## src/rtl/cgs_pkg.sv

```systemverilog
package cgs_pkg;
  typedef enum logic [1:0] {
    ST_INIT  = 2'd0,
    ST_DATA  = 2'd1,
    ST_CHECK = 2'd2
  } cgs_state_e;
endpackage

```

## src/rtl/cgs_comma_counter.sv

```systemverilog
module cgs_comma_counter #(
  parameter int unsigned K_LOCK = 4,
  localparam int unsigned KW = $clog2(K_LOCK + 1)
) (
  input  logic          clk,
  input  logic          rst_n,
  input  logic          armed,
  input  logic          good_comma,
  output logic [KW-1:0] kcnt,
  output logic          lock_hit
);
  function automatic logic is_last(input logic [KW-1:0] c);
    return c == KW'(K_LOCK - 1);
  endfunction

  assign lock_hit = armed && good_comma && is_last(kcnt);

  always_ff @(posedge clk) begin
    if (!rst_n)                             kcnt <= '0;
    else if (!armed || !good_comma || lock_hit) kcnt <= '0;
    else                                    kcnt <= kcnt + KW'(1);
  end

  assert_kcnt_bound_R2: assert property (@(posedge clk) disable iff (!rst_n)
    kcnt < KW'(K_LOCK));
  assert_kcnt_clear_R2: assert property (@(posedge clk) disable iff (!rst_n)
    (armed && !good_comma) |=> (kcnt == '0));
endmodule

```

## src/rtl/cgs_err_counters.sv

```systemverilog
module cgs_err_counters #(
  parameter int unsigned V_RECOVER = 4,
  parameter int unsigned I_LOSE    = 3,
  localparam int unsigned VW = $clog2(V_RECOVER + 1),
  localparam int unsigned IW = $clog2(I_LOSE + 1)
) (
  input  logic          clk,
  input  logic          rst_n,
  input  logic          armed_data,
  input  logic          armed_check,
  input  logic          bad,
  input  logic          good,
  output logic [IW-1:0] icnt,
  output logic [VW-1:0] vcnt,
  output logic          lose_hit,
  output logic          recover_hit
);
  logic good_only;

  function automatic logic i_last(input logic [IW-1:0] c);
    return c == IW'(I_LOSE - 1);
  endfunction
  function automatic logic v_last(input logic [VW-1:0] c);
    return c == VW'(V_RECOVER - 1);
  endfunction

  assign good_only   = good && !bad;
  assign lose_hit    = armed_check && bad && i_last(icnt);
  assign recover_hit = armed_check && good_only && v_last(vcnt);

  always_ff @(posedge clk) begin
    if (!rst_n) begin
      icnt <= '0;
      vcnt <= '0;
    end else if (armed_data) begin
      icnt <= bad ? IW'(1) : '0;
      vcnt <= '0;
    end else if (armed_check) begin
      if (lose_hit || recover_hit) begin
        icnt <= '0;
        vcnt <= '0;
      end else if (bad) begin
        icnt <= icnt + IW'(1);
        vcnt <= '0;
      end else if (good_only) begin
        vcnt <= vcnt + VW'(1);
      end
    end else begin
      icnt <= '0;
      vcnt <= '0;
    end
  end

  assert_first_invalid_R7: assert property (@(posedge clk) disable iff (!rst_n)
    (armed_data && bad) |=> (icnt == IW'(1)));
  assert_vrun_clear_R6: assert property (@(posedge clk) disable iff (!rst_n)
    (armed_check && bad) |=> (vcnt == '0));
  assert_idle_hold_R8: assert property (@(posedge clk) disable iff (!rst_n)
    (armed_check && !bad && !good) |=> ($stable(icnt) && $stable(vcnt)));
endmodule

```

## src/rtl/cgs_state_ctl.sv

```systemverilog
module cgs_state_ctl
  import cgs_pkg::*;
(
  input  logic       clk,
  input  logic       rst_n,
  input  logic       lock_hit,
  input  logic       bad,
  input  logic       lose_hit,
  input  logic       recover_hit,
  output cgs_state_e state_q
);
  cgs_state_e state_d;

  always_comb begin
    state_d = state_q;
    case (state_q)
      ST_INIT:  if (lock_hit) state_d = ST_DATA;
      ST_DATA:  if (bad)      state_d = ST_CHECK;
      ST_CHECK: begin
        if (lose_hit)         state_d = ST_INIT;
        else if (recover_hit) state_d = ST_DATA;
      end
      default:                state_d = ST_INIT;
    endcase
  end

  always_ff @(posedge clk) begin
    if (!rst_n) state_q <= ST_INIT;
    else        state_q <= state_d;
  end

  assert_lock_R2: assert property (@(posedge clk) disable iff (!rst_n)
    (state_q == ST_INIT && lock_hit) |=> (state_q == ST_DATA));
  assert_stay_init_R2: assert property (@(posedge clk) disable iff (!rst_n)
    (state_q == ST_INIT && !lock_hit) |=> (state_q == ST_INIT));
  assert_enter_check_R4: assert property (@(posedge clk) disable iff (!rst_n)
    (state_q == ST_DATA && bad) |=> (state_q == ST_CHECK));
  assert_data_hold_R4: assert property (@(posedge clk) disable iff (!rst_n)
    (state_q == ST_DATA && !bad) |=> (state_q == ST_DATA));
  assert_lose_R7: assert property (@(posedge clk) disable iff (!rst_n)
    lose_hit |=> (state_q == ST_INIT));
  assert_recover_R5: assert property (@(posedge clk) disable iff (!rst_n)
    recover_hit |=> (state_q == ST_DATA));
endmodule

```

## src/rtl/cgs_rx_sync.sv

```systemverilog
module cgs_rx_sync
  import cgs_pkg::*;
#(
  parameter int unsigned K_LOCK    = 4,
  parameter int unsigned V_RECOVER = 4,
  parameter int unsigned I_LOSE    = 3,
  localparam int unsigned KW = $clog2(K_LOCK + 1),
  localparam int unsigned VW = $clog2(V_RECOVER + 1),
  localparam int unsigned IW = $clog2(I_LOSE + 1)
) (
  input  logic       clk,
  input  logic       rst_n,
  input  logic       sym_comma,
  input  logic       sym_valid,
  input  logic       sym_invalid,
  output logic       sync_req,
  output logic       sync_n,
  output logic       in_sync,
  output logic [1:0] state
);
  cgs_state_e    state_q;
  logic [KW-1:0] kcnt;
  logic [IW-1:0] icnt;
  logic [VW-1:0] vcnt;
  logic          lock_hit, lose_hit, recover_hit;
  logic          in_init, in_data, in_check;

  assign in_init  = (state_q == ST_INIT);
  assign in_data  = (state_q == ST_DATA);
  assign in_check = (state_q == ST_CHECK);

  cgs_comma_counter #(.K_LOCK(K_LOCK)) u_comma (
    .clk        (clk),
    .rst_n      (rst_n),
    .armed      (in_init),
    .good_comma (sym_comma && sym_valid),
    .kcnt       (kcnt),
    .lock_hit   (lock_hit)
  );

  cgs_err_counters #(.V_RECOVER(V_RECOVER), .I_LOSE(I_LOSE)) u_err (
    .clk         (clk),
    .rst_n       (rst_n),
    .armed_data  (in_data),
    .armed_check (in_check),
    .bad         (sym_invalid),
    .good        (sym_valid),
    .icnt        (icnt),
    .vcnt        (vcnt),
    .lose_hit    (lose_hit),
    .recover_hit (recover_hit)
  );

  cgs_state_ctl u_ctl (
    .clk         (clk),
    .rst_n       (rst_n),
    .lock_hit    (lock_hit),
    .bad         (sym_invalid),
    .lose_hit    (lose_hit),
    .recover_hit (recover_hit),
    .state_q     (state_q)
  );

  assign sync_req = in_init;
  assign sync_n   = ~in_init;
  assign in_sync  = in_data || in_check;
  assign state    = state_q;

  assert_req_release_R3: assert property (@(posedge clk) disable iff (!rst_n)
    $fell(sync_req) |-> $rose(in_sync));
  assert_init_exit_R2: assert property (@(posedge clk) disable iff (!rst_n)
    ($past(state_q) == ST_INIT && state_q != ST_INIT) |-> (state_q == ST_DATA));
endmodule

```

## config.mk

```make
export PLATFORM = sky130hd
export DESIGN_NAME = cgs_rx_sync
export DESIGN_NICKNAME = d
export VERILOG_FILES = /design/src/rtl/cgs_pkg.sv /design/src/rtl/cgs_comma_counter.sv /design/src/rtl/cgs_err_counters.sv /design/src/rtl/cgs_state_ctl.sv /design/src/rtl/cgs_rx_sync.sv
export SDC_FILE = /design/constraint.sdc
export NUM_CORES = 1
export LEC_CHECK = 0
export ABC_AREA = 1
export BUFFER_PORTS_ARGS = -buffer_cell sky130_fd_sc_hd__buf_2
export CORE_AREA = 2 2 39 41
export CTS_CLUSTER_SIZE = 40
export DETAILED_ROUTE_END_ITERATION = 6
export DIE_AREA = 0 0 41 43
export GPL_TIMING_DRIVEN = 1
export MAX_ROUTING_LAYER = met4
export PLACE_DENSITY = 0.71
export SLEW_MARGIN = 0
export SYNTH_ARGS = -nofsm -noshare
export SYNTH_HDL_FRONTEND = slang
export SYNTH_SLANG_ARGS = --single-unit
```

## constraint.sdc

```tcl
create_clock -name clk -period 1.9 [get_ports clk]
set_clock_uncertainty 0.2 [all_clocks]
set_input_delay 0.19 -clock clk [delete_from_list [all_inputs] [get_ports clk]]
set_output_delay 0.19 -clock clk [all_outputs]
set_load 0.01 [all_outputs]
```

# After elaboration in Yosys (flattened, before gate mapping)
# Index checks and enable logic that the tools add are counted.
[classes] n_mux=10 bitwise=3 add_sub_neg=3 n_reduce_logical=19 n_eq_ne=9
[ops] operator="2-bit two-way mux" n=8
[ops] operator="1-bit logical AND" n=8
[ops] operator="3-bit by 1-bit adder with 3-bit output, second input constant" n=2
[ops] operator="3-bit by 2-bit equality test with 1-bit output, second input constant" n=2
[ops] operator="2-bit one-hot mux with 3 select lines" n=1
[ops] operator="5-bit OR reduction" n=1
[ops] operator="2-bit equality test, second input constant" n=2
[ops] operator="1-bit logical OR" n=4
[ops] operator="4-bit by 3-bit inequality test with 1-bit output, second input constant" n=1
[ops] operator="1-bit zero test" n=3
[ops] operator="3-bit by 1-bit inequality test with 1-bit output, second input constant" n=1
[ops] operator="1-bit NOT" n=3
[ops] operator="3-bit AND reduction" n=1
[ops] operator="2-bit by 1-bit adder with 2-bit output, second input constant" n=1
[ops] operator="2-bit by 1-bit equality test with 1-bit output, second input constant" n=1
[ops] operator="2-bit zero test" n=1
[ops] operator="2-bit by 1-bit inequality test with 1-bit output, second input constant" n=1
[ops] operator="2-bit inequality test, second input constant" n=1
[ops] operator="2-bit OR reduction" n=1
[ops] operator="1-bit two-way mux" n=1
[totals] input_bits=5 wordCells=48 output_inout_bits=5 ff_bits=10

# Depth between registers and ports, before layout
# Gate-level depths: netlist of run 1.
[depth] depth_word=8 ltp_mapped=9 depth_no_buf=9

# Hierarchy
# From an unflattened synthesis of run 1, not the netlist that was laid out.
[hier_totals] cells_unflattened=96 area_unflattened_um2=666.9
[modules_own_cells] mod="cgs_err_counters" seq_area_each_um2=100.1 area_per_inst_um2=352.8 cells_per_inst=52 instances=1
[modules_own_cells] mod="cgs_comma_counter" seq_area_each_um2=60.1 area_per_inst_um2=125.1 cells_per_inst=14 instances=1
[modules_own_cells] mod="cgs_state_ctl" seq_area_each_um2=40.0 area_per_inst_um2=120.1 cells_per_inst=21 instances=1
[modules_own_cells] mod="cgs_rx_sync" seq_area_each_um2=0.0 area_per_inst_um2=68.8 cells_per_inst=9 instances=1

# Worst setup path before layout of run 1
# OpenSTA, ideal clock, no wires.
[synth_timing] path_type="flip-flop to flip-flop" from="register u_ctl.state_q[0]" to="register u_ctl.state_q[1]" path_slack_ps=331 path_stages_with_launch=9 setup_ps=113 required_ps=1587 arrival_ps=1256 period_less_slack_ps=1569 n_path_buf=0 path_cell_list="dfxtp_1 > inv_1 > ha_1 > nand2_1 > nand3_1 > nor2_2 > nand2_1 > nand2_1 > nor2_1"
[synth_between] elab_chain_cells=5 word_cells_on_any_way=15 cone_classes="eq/ne: 5; mux: 2; reduce/logical: 8"
[synth_rtl] element="start: declaration" line="cgs_state_ctl.sv:10" text="output cgs_state_e state_q"
[synth_rtl] element="start signal: assignment" line="cgs_state_ctl.sv:29" text="else state_q <= state_d;"
[synth_rtl] element="2-bit zero test *" line="cgs_rx_sync.sv:28" text="assign in_init = (state_q == ST_INIT);"
[synth_rtl] element="named net sync_req" line="cgs_rx_sync.sv:16" text="output logic sync_req,"
[synth_rtl] element="1-bit logical AND (2 in a row)" line="cgs_comma_counter.sv:16" text="assign lock_hit = armed && good_comma && is_last(kcnt);"
[synth_rtl] element="2-bit by 1-bit inequality test with 1-bit output (no source line)"
[synth_rtl] element="3-bit AND reduction (no source line)"
# Mark *: on every way through the listed nets, which the timed path passes. The rest lies on a longest branch.
# A chain may end at the register's enable or synchronous reset.

# Final worst setup path of run 1
[layout_timing] from="register u_ctl.state_q[0]" to="output sync_n"
[layout_between] elab_chain_cells=2
[layout_rtl] element="2-bit zero test" line="cgs_rx_sync.sv:28"
[layout_rtl] element="1-bit NOT" line="cgs_rx_sync.sv:65" text="assign sync_n = ~in_init;"
[layout_rtl] element="end: declaration" line="cgs_rx_sync.sv:17" text="output logic sync_n,"
# No other way between the ends.

==> summary.md, run 1 <==
| Metric | Value |
|---|---|
| CP Launch Type | flip-flop |
| Setup TNS | 0 ps |
| # IOs | 10 |
| Final Power | 387.0 uW |
| Initial Util | 0.4684 |
| Fin. max-slew vios | 0 |
| Final setup fails | 0 |
| CTS clk-pin slew, worst paths | 60 ps |
| Die width | 41 um |
| Post-synthesis sequential area ratio | 0.3089 |
| Core Area | 1384 um^2 |
| Mean Syn Cell Area | 7.536 um^2 |
| Routability congestion estimate from global placement | 0.8862 |
| Main synth FF type | dfxtp_1 |
| Synth warn | 0 |
| Global-route wire length before repair | 1938 um |
| First drt pass iteration count | 4 |
| Drt wl/cell | 9.939 um |
| Share of synthesized registers carrying an async set or reset | 0 |
| Net Count, Synth | 101 |
| Iteration-0 DRC count of the detailed router | 11 |
| Combinational Power Share | 0.071 |
| Max Cap Violations | 0 |
| Clock Tree Buf Depth | 2 |
| Minimum clock period | 1610 ps |
| Detailed-route DRC error count | 0 |
| Via count | 539 |
| Crit path max fanout | 5 |
| Worst Setup Path Type | reg -> out |
| DRT antenna net count | 0 |
| Switching part of the total | 0.2377 |
| GR Overflow Total | 0 |
| Clock Tree Root | clkbuf_4 |
| Period utilization | 0.8472 |
| Vias in the first global route | 521 |
| Antenna violations before repair | 0 |
| PD cells | 518.9 nW/um^2 |
| Row count | 14 |
| # fillers | 146 |
| Worst skew pair latency | 270 ps |
| GRT Total Usage | 0.1675 |
| RSZ-0062 raised after global routing | no |
| Layout cells sized above 1 | 0.2525 |
| Switching pwr | 91.99 uW |
| Buffers on Ports | 9 |
| Detailed Place HPWL | 906.9 um |
| Aggregate routed wire length | 1143 um |
| Syn Inst Count | 86 |
| Fmax | 621.2 MHz |
| Post-synth EDFFs | 0 |
| DR vias/cell | 4.687 |
| CP required | 1510 ps |
| Worst Setup End Kind | output pin |
| Hold WS | 40.14 ps |
| Final nets | 116 |
| Post-synth cell types | 19 |
| WP data arrival | 1220 ps |
| Num CTS Buffers | 3 |
| Worst-Margin Slew | 193.9 ps |
| Worst VDD drop | 239.4 uV |
| Status | complete, no violations |
| Slew Limit Headroom | 0.8705 |
| Hold Path Class | in -> reg |
| Reg power frac | 0.547 |
| Clock sink count | 10 |
| Final hold violation count | 0 |
| Static Leak | 0.3661 nW |
| Synth Register Bits | 10 |
| H-tree levels | 1 |
| Pint | 295.0 uW |
| Largest net degree at the start of global routing | 7 |
| Clock share of power | 0.382 |
| Synth Cell Area | 648.1 um^2 |
| Antenna cells | 0 |
| Synthesis-to-layout area growth | 15.06% |
| Die H | 43 um |
| TritonCTS clock tree | done |
| Die ar. | 1763 um^2 |
## synth_stat cells, types with 2 or more instances
master / count / area, um^2
a21oi_1: 3 / 15.01
dfxtp_1: 10 / 200.2
ha_1: 10 / 125.1
inv_1: 13 / 48.80
inv_2: 2 / 7.510
nand2_1: 22 / 82.58
nand3_1: 4 / 20.02
nand4_1: 2 / 12.51
nor2_1: 6 / 22.52
nor2_2: 4 / 25.02
nor2_4: 2 / 22.52
## per-layer routing
layer  GRT usage  wire length [um]  vias to the layer above
li1            -                 -                      290
met1      0.1928               543                      232
met2      0.2469               509                       12
met3     0.04712                53                        5
met4      0.1000                38                        0
met5           -                 0                        -
## layout make-up
cell class / count / area (um^2) / share of cell area
well taps: 16 / 20.02 / 0.02685
repair buffers: 10 / 55.05 / 0.07383
inverters: 15 / 56.30 / 0.07550
flip-flops and latches: 10 / 200.2 / 0.2685
multi-input cells: 61 / 391.6 / 0.5252
clock buffers: 3 / 22.52 / 0.03020
## power by group through the flow
stage | registers [mW] | clock network [mW] | logic [mW]
final | 0.212 | 0.148 | 0.0275
after global routing | 0.212 | 0.160 | 0.0311
after CTS | 0.212 | 0.153 | 0.0278
after detailed placement | 0.216 | 0 | 0.0260
after global placement | 0.216 | 0 | 0.0258
after floorplan | 0.216 | 0 | 0.0155
## registers in the layout, summed over array words and instances, names as in the netlist
name           count
u_err.icnt         2
u_err.vcnt         3
u_comma.kcnt       3
u_ctl.state_q      2
## final timing paths
kind              depth (start not counted)  slack (ps)                       endpoint                     startpoint
setup / recovery                          4         290                         sync_n  u_ctl.state_q[0]$_SDFFE_PN0P_
setup reg to reg                          8         320  u_ctl.state_q[1]$_SDFFE_PN0P_  u_ctl.state_q[0]$_SDFFE_PN0P_
hold / removal                            3          40     u_err.vcnt[1]$_SDFFE_PP0N_                      sym_valid
hold reg to reg                           1         250     u_comma.kcnt[0]$_SDFF_PP0_     u_comma.kcnt[0]$_SDFF_PP0_
## worst max-delay path: stages, from the launching register on
cell	delay, ps
dfxtp_1	400
inv_1	100
ha_1	250
inv_1	80
buf_2	130
## logic make-up (layout without fill, tap and decap cells)
family                     count (synthesis)  after routing  share of synthesized area
adders and majority gates                 10             10                     0.1931
AOI/OAI and AO/OA                          3              3                    0.02316
xor gates and xnor gates                   1              1                    0.01352
and+or+nand+nor                           47             47                     0.3745
buffers and inverters                     15             28                    0.08688
DFF                                       10             10                     0.3089
## cell usage in the layout, fill, tap and decap left out
cell type      synthesis  layout
nor2_2                 4       4
nor2_1                 6       6
dfxtp_1               10      10
buf_2                  0       9
inv_2                  2       2
nand2_1               22      22
nand3_1                4       4
xor2_1                 1       1
nor3_1                 1       1
nand4_1                2       2
nand3_2                1       1
clkbuf_4               0       3
nor2_4                 2       2
or2_2                  1       1
nand2_2                1       1
inv_1                 13      13
dlygate4sd3_1          0       1
or3_4                  1       1
a21oi_1                3       3
nand3b_1               1       1
ha_1                  10      10
nand2_4                1       1
## metrics by stage
step / setup slack [ps] / cells / instance area (um^2) / util
6_report: 290.3 / 115 / 745.7 / 0.5389
5_1_grt: 147.9 / 115 / 745.7 / 0.5389
4_1_cts: 269.3 / 115 / 745.7 / 0.5389
3_5_place_dp: 310.3 / 111 / 713.2 / 0.5154
3_3_place_gp: 335.2 / 111 / 713.2 / 0.5154
2_1_floorplan: 330.9 / 86 / 648.1 / -
## repair_timing
item	4_1_cts	5_1_grt
gates resized for setup	0	0
setup endpoints to repair	0	0
setup buffers	0	0
hold endpoints to repair	2	0
hold buffers	1	0
No activity file was read; power rests on OpenSTA's default activity.
==> run 2, diff against run 1 <==
--- a/config.mk
+++ b/config.mk
@@ -5,7 +5,7 @@
 export SDC_FILE = /design/constraint.sdc
 export NUM_CORES = 1
 export LEC_CHECK = 0
-export ABC_AREA = 1
+export ABC_AREA = 0
 export BUFFER_PORTS_ARGS = -buffer_cell sky130_fd_sc_hd__buf_2
 export CORE_AREA = 2 2 39 41
 export CTS_CLUSTER_SIZE = 40
@@ -13,7 +13,7 @@
 export DIE_AREA = 0 0 41 43
 export GPL_TIMING_DRIVEN = 1
 export MAX_ROUTING_LAYER = met4
-export PLACE_DENSITY = 0.71
+export PLACE_DENSITY = 0.68
 export SLEW_MARGIN = 0
 export SYNTH_ARGS = -nofsm -noshare
 export SYNTH_HDL_FRONTEND = slang
==> constraint.sdc (replaced) <==
create_clock -name clk -period 1.6 [get_ports clk]
set_clock_uncertainty 0.2 [all_clocks]
set_input_delay 0.16 -clock clk [delete_from_list [all_inputs] [get_ports clk]]
set_output_delay 0.16 -clock clk [all_outputs]
set_load 0.01 [all_outputs]
==> run 2 against run 1 <==
Effect of this change: clock-buffer cell count is 1 higher; worst setup slack worse by 350 ps; via count is 3.7% higher; area after synthesis is 6.4% lower; critical path type is now reg -> reg; die area stayed put; the flow now finishes with violations (negative setup slack); flip-flop and latch count stayed put; largest cell class unchanged; total power is 29% higher; wire length is 21% higher; design area is 19% higher; register-to-register slack worse by 380 ps; non-clock buffer count is 9 higher; first-iteration DRC count is 55% lower.
==> summary.md, run 2 <==
| Metric | Value |
|---|---|
| Largest net degree at the start of global routing | 9 (+2) |
| Clock sink count | 10 (unchanged) |
| Post-synth cell types | 21 (+2) |
| Crit path max fanout | 3 (-2) |
| Static Leak | 0.3734 nW (+2.0%) |
| Post-synthesis mux area share | 0.03299 (+0.03299) |
| Worst skew pair latency | 270 ps (about the same) |
| Top delay family on crit path | simple AND/OR/NAND/NOR gates |
| Iteration-0 DRC count of the detailed router | 5 (-6) |
| Drt wl/cell | 13.04 um (+31%) |
| Clock Tree Buf Depth | 2 (unchanged) |
| Row count | 14 (unchanged) |
| Antenna cells | 0 (unchanged) |
| Detailed-route DRC error count | 0 (unchanged) |
| Largest family of logic cells by synthesized area | simple AND/OR/NAND/NOR gates |
| Switching pwr | 126.3 uW (+37%) |
| TritonCTS clock tree | done |
| Final Power | 500.3 uW (+29%) |
| Final hold violation count | 0 (unchanged) |
| Die ar. | 1763 um^2 (unchanged) |
| Pint | 374.0 uW (+27%) |
| Hold Path Class | in -> reg |
| Detailed Place HPWL | 910.6 um (+0.41%) |
| RSZ-0062 raised after global routing | yes |
| Worst-Margin Slew | 241.4 ps (+47.46 ps) |
| Slew Limit Headroom | 0.8384 (-0.03217) |
| CP required | 1600 ps (+90 ps) |
| Reg power frac | 0.500 (-0.047) |
| Period utilization | 1.039 |
| Clock share of power | 0.368 (-0.014) |
| Number of buffers and inverters on the critical path | 0 (-3) |
| Fin. max-slew vios | 0 (unchanged) |
| CTS clk-pin slew, worst paths | 60 ps (about the same) |
| Hold_sp | sym_valid |
| Final setup margin | -62.68 ps (-353.0 ps) |
| # IOs | 10 (unchanged) |
| Synth Register Bits | 10 (unchanged) |
| Aggregate routed wire length | 1382 um (+21%) |
| Main synth FF type | dfxtp_1 |
| CP Launch Type | flip-flop |
| R2R Path Start | u_err.vcnt[0]$_SDFFE_PP0N_ |
| Most used cell, CP | ha_4 |
| DRT antenna net count | 0 (unchanged) |
| Combinational Power Share | 0.133 (+0.062) |
| Via count | 559 (+3.7%) |
| Core Area | 1384 um^2 (unchanged) |
| Violations in the final reports | negative setup slack |
| Initial Util | 0.4385 (-0.02984) |
| Post-layout utilization of the core | 0.6401 (+0.1013) |
| Placed inst area | 749.5 um^2 (+5.1%) |
| Fmax | 601.4 MHz |
| Simple-gate area share of the yosys netlist | 0.2144 (-0.1601) |
| Worst VDD drop | 358.1 uV (+50%) |
| Antenna violations before repair | 0 (unchanged) |
| Status | finished, violations left |
| Crit-path slowest cell | dfxtp_4 |
| GR Overflow Total | 0 (unchanged) |
| Worst path max stage delay | 360 ps (-40 ps) |
| Synth cell count leaders | dfxtp_1, ha_1, inv_1 |
| Post-synth EDFFs | 0 (unchanged) |
| Share of synthesized registers carrying an async set or reset | 0 (unchanged) |
| First drt pass iteration count | 4 (unchanged) |
| Syn Inst Count | 68 (-21%) |
| Die H | 43 um (unchanged) |
| Cells taking the most area after synthesis | dfxtp_1, ha_1, inv_1 |
| XOR/XNOR share of the synthesized area | 0.01443 (+0.0009195) |
| Vias in the first global route | 485 (-6.9%) |
| Mean Syn Cell Area | 8.924 um^2 (+18%) |
| Clock Tree Root | clkbuf_4 |
| GRT Total Usage | 0.1884 (+0.02088) |
| Final Cell Area | 885.9 um^2 (+19%) |
| Most frequent cells in the layout | buf_2, buf_4, inv_1, nand2_1, dfxtp_1 |
| Synth Area in Compound Gates | 0.1278 (+0.1047) |
| Final setup fails | 4 (+4) |
| Synthesis-to-layout area growth | 45.98% |
| PD cells | 564.8 nW/um^2 (+8.8%) |
| Final nets | 106 (-8.6%) |
| Minimum clock period | 1663 ps |
| Hold WS | 27.32 ps (-12.82 ps) |
| DR vias/cell | 5.274 (+13%) |
| Post-synthesis sequential area ratio | 0.3299 (+0.02102) |
| Layout cells sized above 1 | 0.4889 (+0.2364) |
| Net Count, Synth | 83 (-18%) |
| Adder-cell share of the synthesized area | 0.2062 (+0.01314) |
| Die width | 41 um (unchanged) |
| Synth Cell Area | 606.8 um^2 (-6.4%) |
| H-tree levels | 1 (unchanged) |
| Source of the critical timing path | u_err.vcnt[0]$_SDFFE_PP0N_ |
| Max Cap Violations | 0 (unchanged) |
| Dominant cell type by area after synthesis | dfxtp_1 |
| Num CTS Buffers | 3 (unchanged) |
| Biggest registers after layout | u_comma.kcnt (3), u_err.vcnt (3) |
| Buffers on Ports | 9 (unchanged) |
| Cell Chain, Critical Path | ha_4 > ha_4 > nand3_4 > and3_4 > or3_1 > a21oi_2 |
| Post-synth top area share | 0.3299 (+0.02102) |
| Worst Setup End Kind | flip-flop |
| Synth warn | 0 (unchanged) |
| Global-route wire length before repair | 2063 um (+6.4%) |
| Routability congestion estimate from global placement | 0.8548 (-3.5%) |
| Switching part of the total | 0.2524 (+0.01468) |
| Worst Setup Path Type | reg -> reg |
| WP data arrival | 1660 ps (+440 ps) |
[run 2: cell count changes in the layout (fill, tap and decap cells not counted), moves of 4 or more]
cell     change
buf_4        +9
ha_1         -6
dfxtp_1      -4
dfxtp_4      +4
inv_1        -6
nand2_1     -15
ha_4         +4
[run 2: timing repair]
action,CTS,global route
hold buffers,1,0
pin swaps,1,3
resized for setup,6,11
hold endpoints to repair,1,0
endpoints found under the setup margin,8,8
setup buffers,1,3
[run 2: layer usage]
metal / vias to the layer above / global-route usage / share of wire
met2: 26 / 0.3094 / 0.53
met5: - / - / 0
met1: 245 / 0.1836 / 0.37
li1: 277 / - / -
met4: 0 / 0.1000 / 0.032
met3: 11 / 0.06283 / 0.064
[run 2: area by class of cell]
cell class              instances  area, um^2
multi-input cells              48       460.4
inverters                       9       41.29
well taps                      16       20.02
repair buffers                 19       122.6
clock buffers                   4       26.28
flip-flops and latches         10       215.2
fillers                       117       498.0
[run 2: per-stage QoR]
stage	setup TNS, ps	worst slack, ps	instances
6_report	-208.3	-62.68	106
3_3_place_gp	-27.34	-20.60	97
2_1_floorplan	0	10.84	68
4_1_cts	-84.19	-39.18	103
3_5_place_dp	-192.6	-91.44	97
5_1_grt	-478.1	-132.8	106
[run 2: worst paths after layout]
kind,to,slack [ps],cells past startpoint
setup / recovery,u_err.icnt[1]$_SDFFE_PN0P_,-60,6
hold / removal,u_err.vcnt[2]$_SDFFE_PP0N_,30,2
setup reg to reg,u_err.icnt[1]$_SDFFE_PN0P_,-60,6
hold reg to reg,u_comma.kcnt[0]$_SDFF_PP0_,240,1
[run 2: worst register-to-register path, stage by stage (launching register included)]
cell and delay, ps:
dfxtp_4 360, ha_4 150, ha_4 140, nand3_4 70, and3_4 190, or3_1 350, a21oi_2 130
[run 2: cells by family (layout without fill, tap and decap cells)]
| group | after synthesis | in the layout |
|---|---|---|
| AOI/OAI and AO/OA | 11 | 11 |
| xor gates and xnor gates | 1 | 1 |
| adders and majority gates | 10 | 10 |
| buffers and inverters | 10 | 32 |
| and+or+nand+nor | 24 | 24 |
| DFF | 10 | 10 |
| muxes | 2 | 2 |
[run 2: power by group through the flow]
stage          Clock [mW]  Combinational, mW  Sequential (mW)
3_5_place_dp            0             0.0522            0.259
3_3_place_gp            0             0.0518            0.260
2_1_floorplan           0             0.0345            0.260
5_1_grt             0.199             0.0730            0.250
4_1_cts             0.188             0.0568            0.253
6_report            0.184             0.0663            0.250
